--- config.mk ---
export PLATFORM = sky130hd
export DESIGN_NAME = pll_ctrl_reg
export DESIGN_NICKNAME = d
export VERILOG_FILES = /design/src/rtl/pllc_pkg.sv /design/src/rtl/pllc_regfile.sv /design/src/rtl/pllc_lock_timer.sv /design/src/rtl/pllc_decode.sv /design/src/rtl/pll_ctrl_reg.sv
export SDC_FILE = /design/constraint.sdc
export NUM_CORES = 1
export LEC_CHECK = 0
export ABC_AREA = 1
export BUFFER_PORTS_ARGS = -buffer_cell sky130_fd_sc_hd__buf_2
export CORE_MARGIN = 2
export CORE_UTILIZATION = 47
export CTS_CLUSTER_DIAMETER = 200
export DETAILED_ROUTE_END_ITERATION = 16
export PLACE_DENSITY = 0.79
export REMOVE_ABC_BUFFERS = 1
export SKIP_CTS_REPAIR_TIMING = 1
export SYNTH_ARGS = -nofsm -noshare
export SYNTH_HDL_FRONTEND = slang
export SYNTH_HIERARCHICAL = 1
export SYNTH_SLANG_ARGS = --single-unit
export TNS_END_PERCENT = 10
--- constraint.sdc ---
create_clock -name clk -period 1.98 [get_ports clk]
set_input_delay 0.099 -clock clk [delete_from_list [all_inputs] [get_ports clk]]
set_output_delay 0.099 -clock clk [all_outputs]
set_load 0.03 [all_outputs]
--- src/rtl/pllc_pkg.sv ---
package pllc_pkg;

    localparam int CODE_W   = 6;
    localparam int SEL_W    = 2;
    localparam int WORD_W   = 32;

    localparam int EN_BIT   = 31;
    localparam int CODE_LSB = 24;
    localparam int SEL_LSB  = 6;
    localparam int RDY_BIT  = 1;
    localparam int ERR_BIT  = 0;

    typedef struct packed {
        logic              en;
        logic [CODE_W-1:0] code;
        logic [SEL_W-1:0]  sel;
    } pllc_cfg_t;

    function automatic pllc_cfg_t unpack_word(input logic [WORD_W-1:0] w);
        pllc_cfg_t c;
        c.en   = w[EN_BIT];
        c.code = w[CODE_LSB +: CODE_W];
        c.sel  = w[SEL_LSB +: SEL_W];
        return c;
    endfunction

    function automatic logic [WORD_W-1:0] pack_word(input pllc_cfg_t c,
                                                    input logic rdy,
                                                    input logic err);
        logic [WORD_W-1:0] w;
        w = '0;
        w[EN_BIT]               = c.en;
        w[CODE_LSB +: CODE_W]   = c.code;
        w[SEL_LSB +: SEL_W]     = c.sel;
        w[RDY_BIT]              = rdy;
        w[ERR_BIT]              = err;
        return w;
    endfunction

endpackage

--- src/rtl/pllc_regfile.sv ---
module pllc_regfile
    import pllc_pkg::*;
#(
    parameter int CODE_MIN   = 19,
    parameter int CODE_MAX   = 45,
    parameter int NUM_SRC    = 3,
    parameter int RESET_CODE = 19
) (
    input  logic              clk,
    input  logic              rst,
    input  logic              wr_en,
    input  logic [WORD_W-1:0] wdata,
    input  logic              rd_en,
    output pllc_cfg_t         cfg_q,
    output logic              en_nxt,
    output logic              restart,
    output logic              err_q
);

    localparam logic [CODE_W-1:0] CMIN  = CODE_W'(CODE_MIN);
    localparam logic [CODE_W-1:0] CMAX  = CODE_W'(CODE_MAX);
    localparam logic [CODE_W-1:0] CRST  = CODE_W'(RESET_CODE);
    localparam logic [SEL_W:0]    NSRC  = (SEL_W+1)'(NUM_SRC);

    pllc_cfg_t w_cfg;
    logic      code_bad, sel_bad, retune_bad, reject, accept;

    always_comb begin
        w_cfg      = unpack_word(wdata);
        code_bad   = (w_cfg.code < CMIN) || (w_cfg.code > CMAX);
        sel_bad    = {1'b0, w_cfg.sel} >= NSRC;
        retune_bad = cfg_q.en && w_cfg.en && (w_cfg.code != cfg_q.code);
        reject     = wr_en && (code_bad || sel_bad || retune_bad);
        accept     = wr_en && !(code_bad || sel_bad || retune_bad);
        en_nxt     = accept ? w_cfg.en : cfg_q.en;
        restart    = accept && w_cfg.en && (!cfg_q.en || (w_cfg.sel != cfg_q.sel));
    end

    always_ff @(posedge clk) begin
        if (rst) begin
            cfg_q.en   <= 1'b0;
            cfg_q.code <= CRST;
            cfg_q.sel  <= '0;
        end else if (accept) begin
            cfg_q <= w_cfg;
        end
    end

    always_ff @(posedge clk) begin
        if (rst)
            err_q <= 1'b0;
        else if (reject)
            err_q <= 1'b1;
        else if (rd_en)
            err_q <= 1'b0;
    end

    AST_REJECT_HOLDS: assert property (@(posedge clk) disable iff (rst)
        reject |=> $stable(cfg_q)) else $error("rejected write changed config");
    AST_CODE_LEGAL: assert property (@(posedge clk) disable iff (rst)
        (cfg_q.code >= CMIN) && (cfg_q.code <= CMAX)) else $error("illegal code held");
    AST_SEL_LEGAL: assert property (@(posedge clk) disable iff (rst)
        {1'b0, cfg_q.sel} < NSRC) else $error("undefined reference held");
    AST_NO_RETUNE: assert property (@(posedge clk) disable iff (rst)
        (cfg_q.en && $past(cfg_q.en) && !$past(rst)) |-> (cfg_q.code == $past(cfg_q.code)))
        else $error("code changed while running");
    AST_ERR_STICKY: assert property (@(posedge clk) disable iff (rst)
        reject |=> err_q) else $error("error flag not set");

endmodule

--- src/rtl/pllc_lock_timer.sv ---
module pllc_lock_timer #(
    parameter int LOCK_CYCLES = 64
) (
    input  logic clk,
    input  logic rst,
    input  logic en_nxt,
    input  logic restart,
    output logic ready_q
);

    localparam int CNT_W = (LOCK_CYCLES < 2) ? 1 : $clog2(LOCK_CYCLES + 1);
    localparam logic [CNT_W-1:0] LIMIT = CNT_W'(LOCK_CYCLES - 1);

    logic [CNT_W-1:0] cnt_q;

    always_ff @(posedge clk) begin
        if (rst || !en_nxt || restart) begin
            cnt_q   <= '0;
            ready_q <= 1'b0;
        end else if (!ready_q) begin
            if (cnt_q == LIMIT)
                ready_q <= 1'b1;
            else
                cnt_q <= cnt_q + 1'b1;
        end
    end

    AST_RESTART_DROPS: assert property (@(posedge clk) disable iff (rst)
        restart |=> !ready_q) else $error("ready kept through restart");
    AST_CNT_BOUND: assert property (@(posedge clk) disable iff (rst)
        cnt_q <= LIMIT) else $error("lock counter overran");
    AST_RISE_AT_LIMIT: assert property (@(posedge clk) disable iff (rst)
        $rose(ready_q) |-> (cnt_q == LIMIT)) else $error("ready rose early");

endmodule

--- src/rtl/pllc_decode.sv ---
module pllc_decode
    import pllc_pkg::*;
#(
    parameter int MULT_W = 7
) (
    input  pllc_cfg_t         cfg,
    output logic [MULT_W-1:0] mult,
    output logic [SEL_W-1:0]  sel
);

    logic [MULT_W-1:0] scaled;

    always_comb begin
        scaled = MULT_W'({1'b0, cfg.code} + 1'b1) << 1;
        mult   = cfg.en ? scaled : MULT_W'(1);
        sel    = cfg.sel;
    end

endmodule

--- src/rtl/pll_ctrl_reg.sv ---
module pll_ctrl_reg
    import pllc_pkg::*;
#(
    parameter int LOCK_CYCLES = 64,
    parameter int CODE_MIN    = 19,
    parameter int CODE_MAX    = 45,
    parameter int NUM_SRC     = 3,
    parameter int MULT_W      = 7
) (
    input  logic              clk,
    input  logic              rst,
    input  logic              wr_en,
    input  logic [31:0]       wdata,
    input  logic              rd_en,
    output logic [31:0]       rdata,
    output logic              pll_on,
    output logic [MULT_W-1:0] mult_factor,
    output logic [1:0]        ref_sel,
    output logic              lock_ready
);

    localparam logic [MULT_W-1:0] MULT_LO = MULT_W'((CODE_MIN + 1) * 2);
    localparam logic [MULT_W-1:0] MULT_HI = MULT_W'((CODE_MAX + 1) * 2);

    pllc_cfg_t cfg_q;
    logic      en_nxt, restart, err_q, ready_q;
    logic [WORD_W-1:0] rdata_q;

    pllc_regfile #(
        .CODE_MIN  (CODE_MIN),
        .CODE_MAX  (CODE_MAX),
        .NUM_SRC   (NUM_SRC),
        .RESET_CODE(CODE_MIN)
    ) i_regs (
        .clk    (clk),
        .rst    (rst),
        .wr_en  (wr_en),
        .wdata  (wdata),
        .rd_en  (rd_en),
        .cfg_q  (cfg_q),
        .en_nxt (en_nxt),
        .restart(restart),
        .err_q  (err_q)
    );

    pllc_lock_timer #(
        .LOCK_CYCLES(LOCK_CYCLES)
    ) i_lock (
        .clk    (clk),
        .rst    (rst),
        .en_nxt (en_nxt),
        .restart(restart),
        .ready_q(ready_q)
    );

    pllc_decode #(
        .MULT_W(MULT_W)
    ) i_dec (
        .cfg (cfg_q),
        .mult(mult_factor),
        .sel (ref_sel)
    );

    always_ff @(posedge clk) begin
        if (rst)
            rdata_q <= '0;
        else if (rd_en)
            rdata_q <= pack_word(cfg_q, ready_q, err_q);
    end

    assign rdata      = rdata_q;
    assign pll_on     = cfg_q.en;
    assign lock_ready = ready_q;

    AST_READY_NEEDS_EN: assert property (@(posedge clk) disable iff (rst)
        lock_ready |-> pll_on) else $error("ready while off");
    AST_BYPASS_UNITY: assert property (@(posedge clk) disable iff (rst)
        !pll_on |-> (mult_factor == MULT_W'(1))) else $error("bypass factor wrong");
    AST_FACTOR_RANGE: assert property (@(posedge clk) disable iff (rst)
        pll_on |-> (mult_factor >= MULT_LO && mult_factor <= MULT_HI && !mult_factor[0]))
        else $error("factor out of band");

endmodule

Word-level counts from Yosys, hierarchy flattened --
Cells that the tools add are included.
Word-level totals: bits in registers 29, bits of input ports 36, output and inout port bits 43
Cells by class: add/sub/neg operators 2, magnitude comparators 3, eq/ne operators 3, mux-type cells 6, bitwise operators 2, reductions and logical operators 17
Operator list (number):
- adder 7 x 1 -> 7 bit (second input constant) | 1
- equality test 7 x 6 -> 1 bit (second input constant) | 1
- two-way mux 7 bit | 1
- adder 6 x 1 -> 6 bit (second input constant) | 1
- > comparator 6 bit (second input constant) | 1
- logical AND 1 bit | 6
- logical OR 1 bit | 6
- less-than comparator 6 x 5 -> 1 bit (second input constant) | 1
- != test 6 bit | 1
- two-way mux 1 bit | 5
- zero test 1 bit | 3
- >= comparator 2 bit (second input constant) | 1
- != test 2 bit | 1
- inverter 1 bit | 2
- AND reduction 2 bit | 1
- nonzero test 2 bit | 1

Depth between registers and ports, before layout --
word-level depth 10, gate-level depth with buffers 16, mapped depth without buffers 15

Cells and area by module --
The synthesis kept the hierarchy.
Modules (own cells, without submodules):
- pllc_regfile | times used 1, cells an instance 101, area an instance 626.9 µm², sequential area each 200.2 µm²
- pll_ctrl_reg | times used 1, cells an instance 92, area an instance 619.3 µm², sequential area each 220.2 µm²
- pllc_lock_timer | times used 1, cells an instance 62, area an instance 422.9 µm², sequential area each 160.2 µm²
- pllc_decode | times used 1, cells an instance 29, area an instance 148.9 µm², sequential area each 0.0 µm²

Worst setup path after synthesis --
No wires, ideal clock.
path kind reg-to-reg, start reg i_regs/cfg_q[8] (netlist name), end reg i_lock.cnt_q[2], library setup time 0.056 ns, arrival 1.693 ns, required time 1.924 ns, slack 0.232 ns, cell stages (with the launch flop) 14, buffers on the path 1, path through dfxtp_1 nand2_1 inv_1 nand2_4 nand3_4 buf_6 nand2_1 nand2_1 inv_2 nor3_4 inv_1 nor2_1 nand2_1 inv_1
Between the ends: word-level cells in the longest chain between the ends 9
Ends and longest elaborated chain:
- logical AND 1 bit (2 in a row) | RTL line pllc_regfile.sv:32 | retune_bad = cfg_q.en && w_cfg.en && (w_cfg.code != cfg_q.code);
- logical OR 1 bit | RTL line pllc_regfile.sv:34 | accept = wr_en && !(code_bad || sel_bad || retune_bad);
- zero test 1 bit | RTL line pllc_regfile.sv:34
- logical AND 1 bit | RTL line pllc_regfile.sv:34
- two-way mux 1 bit (*) | RTL line pllc_regfile.sv:35 | en_nxt = accept ? w_cfg.en : cfg_q.en;
- net en_nxt | RTL line pll_ctrl_reg.sv:26 | logic en_nxt, restart, err_q, ready_q;
- zero test 1 bit (*) | RTL line pllc_lock_timer.sv:17 | if (rst || !en_nxt || restart) begin
- logical OR 1 bit (*) (2 in a row) | RTL line pllc_lock_timer.sv:17
- end signal: assignment | RTL line pllc_lock_timer.sv:24 | cnt_q <= cnt_q + 1'b1;
- end: declaration | RTL line pllc_lock_timer.sv:14 | logic [CNT_W-1:0] cnt_q;
The timed path passes the listed nets; every way through them passes the cells marked *. A chain may end at the register's enable or synchronous reset.

Worst setup path after layout --
start reg i_regs/cfg_q[4] (netlist name), end reg i_lock.cnt_q[4]
Between the ends: word-level cells in the longest chain between the ends 9
Ends and longest elaborated chain (RTL line):
- != test 6 bit | pllc_regfile.sv:32
- logical AND 1 bit | pllc_regfile.sv:32
- logical OR 1 bit | pllc_regfile.sv:34
- zero test 1 bit | pllc_regfile.sv:34
- logical AND 1 bit | pllc_regfile.sv:34
- two-way mux 1 bit | pllc_regfile.sv:35
- net en_nxt | pll_ctrl_reg.sv:26
- zero test 1 bit | pllc_lock_timer.sv:17
- logical OR 1 bit (2 in a row) | pllc_lock_timer.sv:17
The timed path passes the listed nets, and every way through them passes these cells.

==> impl_metrics.toml <==
[run_status]
status = "finished, final reports clean"

[die]
initial_core_util = 0.4929
core-area_um2 = 3689
ios = 79
num_rows = 22
dieArea_um2 = 4382
fp.dieW_um = 66.20
die_h_um = 66.20

[setup_path]
startpoint_type = "flip-flop"
crit_path_cell_trace = "buf_4 > nand2_1 > nand2_1 > nor2_2 > nand3_2 > nand2_4 > nand4_1 > nand2_1 > inv_2 > nor3_4 > buf_4 > nand2_1 > nor2_1"
r2r_end = "i_lock/cnt_q[4]$_SDFFE_PP0P_"
cp.required_ns = 2.20
regToRegStartpoint = "i_regs/cfg_q[4]$_SDFFE_PP0N_"
end_kind = "flip-flop"
slowest_stage = "nor3_4"
cp_common_cell = "nand2_1"
rr_worst_depth = 13
critPathMaxStageDelay_ns = 0.32
regToRegSetupSlack_ns = 0.11
arrival_ns = 2.09
cp_max_fo = 7
path_class = "flip-flop to flip-flop"

[logic_synthesis]
synth.largest_area_cell = "dfxtp_1"
yosys.area.top_type_share = 0.3193
synth_area_leaders = "dfxtp_1 32%, nand2_1 17%, nor2_1 9.9%"
synth_seq_cells = 29
yosysSeqAreaShare = 0.3193
synthCells = 284
yosys_warnings = 6
synth_cell_types = 26
syn_avg_cell_area_um2 = 6.401
netlist_area_um2 = 1818

[final_layout]
mostFrequentLayoutCell = "nand2_1"
layout_common_cells = "80 x nand2_1, 47 x nor2_1, 41 x inv_1"
area_growth_pct = 14.32
post-route-cell-area_um2 = 2078
nets = 366
fillers = 376
antenna_cells = 0
instances_no_fill = 377
drive_above_1_share = 0.2432

[timing]
min_period_ns = 1.866
fin_setup_tns_ns = 0
fin_ws_ns = 0.1136
fin_skew_ns = 0.006580
worst_hold_slack_ns = 0.07872
min_period_over_period = 0.9426
hold_viol = 0
fmax_ghz = 0.5358
slew_violations = 0
setup_violations = 0

[global_route]
grt_pass1_wl_mm = 5.430
antenna_found_initial = 0
overflow = 0
grt_max_degree = 24
grt_pass1_vias = 1305
grt_use_total = 0.1592

[hold_path]
holdCritStartpoint = "rst"
hold_end = "i_regs/err_q$_SDFFE_PP0P_"
holdPathStages = 2
hp-class = "input pin to flip-flop"

[placement]
dp_hpwl_mm = 2.630
numPortBuffers = 34
dpl_cell_area_um2 = 1957
routabilityCongestion = 0.9321
dp.cells = 365
pre_cts_ws_ns = 0.1402

[clocking]
clockRootBuffer = "clkbuf_8"
clk_path_buf_depth = 2
cts_max_level = 2
clk_latency_ns = 0.28
tritoncts = "yes"
numCtsBuffers = 5
clock-sinks = 29
clk_pin_slew_worst_paths_ns = 0.07

[run]
cap_violations = 0

[power]
combPwrFrac = 0.222
pwr-share-clk = 0.329
irDropWorstVdd_uv = 375.3
seqPwrFrac = 0.449
p_leak_nw = 1.181
internal_power_mw = 0.9465
cellPowerDensity_nw_per_um2 = 680.8
switching_share = 0.3310
switchingPower_mw = 0.4682

[detailed_routing]
final_antenna_net_count = 0
num_vias = 1694
wl_mm = 3.484
drtPass1Iterations = 4
viasPerCell = 4.493
drt_iter0_markers = 64
wl_per_cell_um = 9.241
drcViolationCount = 0
-- metrics by stage --
stage,util,power [mW]
6_report,0.5634,1.415
5_1_grt,0.5634,1.490
4_1_cts,0.5539,1.426
3_5_place_dp,0.5305,0.9548
3_3_place_gp,0.5305,0.9495
2_1_floorplan,-,0.8687
-- cell type report --
type	instances	area, um2	area share
well taps	48	60.06	0.02890
inverters	47	176.4	0.08489
flip-flops and latches	29	583.1	0.2806
repair buffers	44	245.2	0.1180
multi-input cells	201	927.1	0.4461
clock inverters	3	17.52	0.008429
clock buffers	5	68.82	0.03311
-- critical path: cells and delay by family, from the launching register on --
family / cells / cell delay, ns
buf+inv: 3 / 0.37
flops: 1 / 0.31
simple gates: 10 / 1.12
-- cells in the mapped netlist (all sizes together) --
library cell / count
a211oi: 1
o21bai: 1
nor3: 1
buf: 27
a21oi: 7
dfxtp: 29
nor2: 56
nand2: 85
o21ai: 4
conb: 1
nand3: 16
a21boi: 1
nand4: 6
ha: 2
inv: 47
-- power groups by stage --
stage               Clock (mW)  Combinational, mW  Sequential, mW
floorplan                    0              0.183           0.686
global placement             0              0.303           0.647
detailed placement           0              0.307           0.648
CTS                      0.482              0.308           0.635
global route             0.504              0.346           0.639
finish                   0.466              0.314           0.635
-- cells by family after synthesis --
| kind of cell | after synthesis | share of synthesized area |
|---|---|---|
| buf+inv | 74 | 0.2134 |
| flops | 29 | 0.3193 |
| simple gates | 164 | 0.4006 |
| other cells | 1 | 0.002063 |
| fa+ha+maj | 2 | 0.01376 |
| compound gates | 14 | 0.05094 |
-- flip-flops by register name, summed over array words and instances, names as in the netlist --
name	count
i_lock/ready_q	1
i_regs/err_q	1
i_lock/cnt_q	7
rdata	11
i_regs/cfg_q	9
-- how the worst max path moves through the flow --
stage | startpoint | end | slack [ns] | cells after the start
2_1_floorplan | i_regs/cfg_q[8]$_SDFFE_PP0N_ | i_lock/cnt_q[2]$_SDFFE_PP0P_ | 0.30 | 12
3_3_place_gp | i_regs/cfg_q[7]$_SDFFE_PP0N_ | i_lock/cnt_q[2]$_SDFFE_PP0P_ | 0.18 | 14
4_1_cts | i_regs/cfg_q[7]$_SDFFE_PP0N_ | i_lock/cnt_q[2]$_SDFFE_PP0P_ | 0.12 | 14
5_1_grt | i_regs/cfg_q[4]$_SDFFE_PP0N_ | i_lock/cnt_q[4]$_SDFFE_PP0P_ | -0.05 | 13
6_report | i_regs/cfg_q[4]$_SDFFE_PP0N_ | i_lock/cnt_q[4]$_SDFFE_PP0P_ | 0.11 | 13
3_5_place_dp | i_regs/cfg_q[7]$_SDFFE_PP0N_ | i_lock/cnt_q[2]$_SDFFE_PP0P_ | 0.14 | 14
-- layer usage --
layer / GRT usage / routed length [um]
met5: 0 / 0
met1: 0.1923 / 1578
met2: 0.2688 / 1701
met3: 0.05111 / 204
met4: 0.04592 / 0
Power figures use the tool's default switching activity.
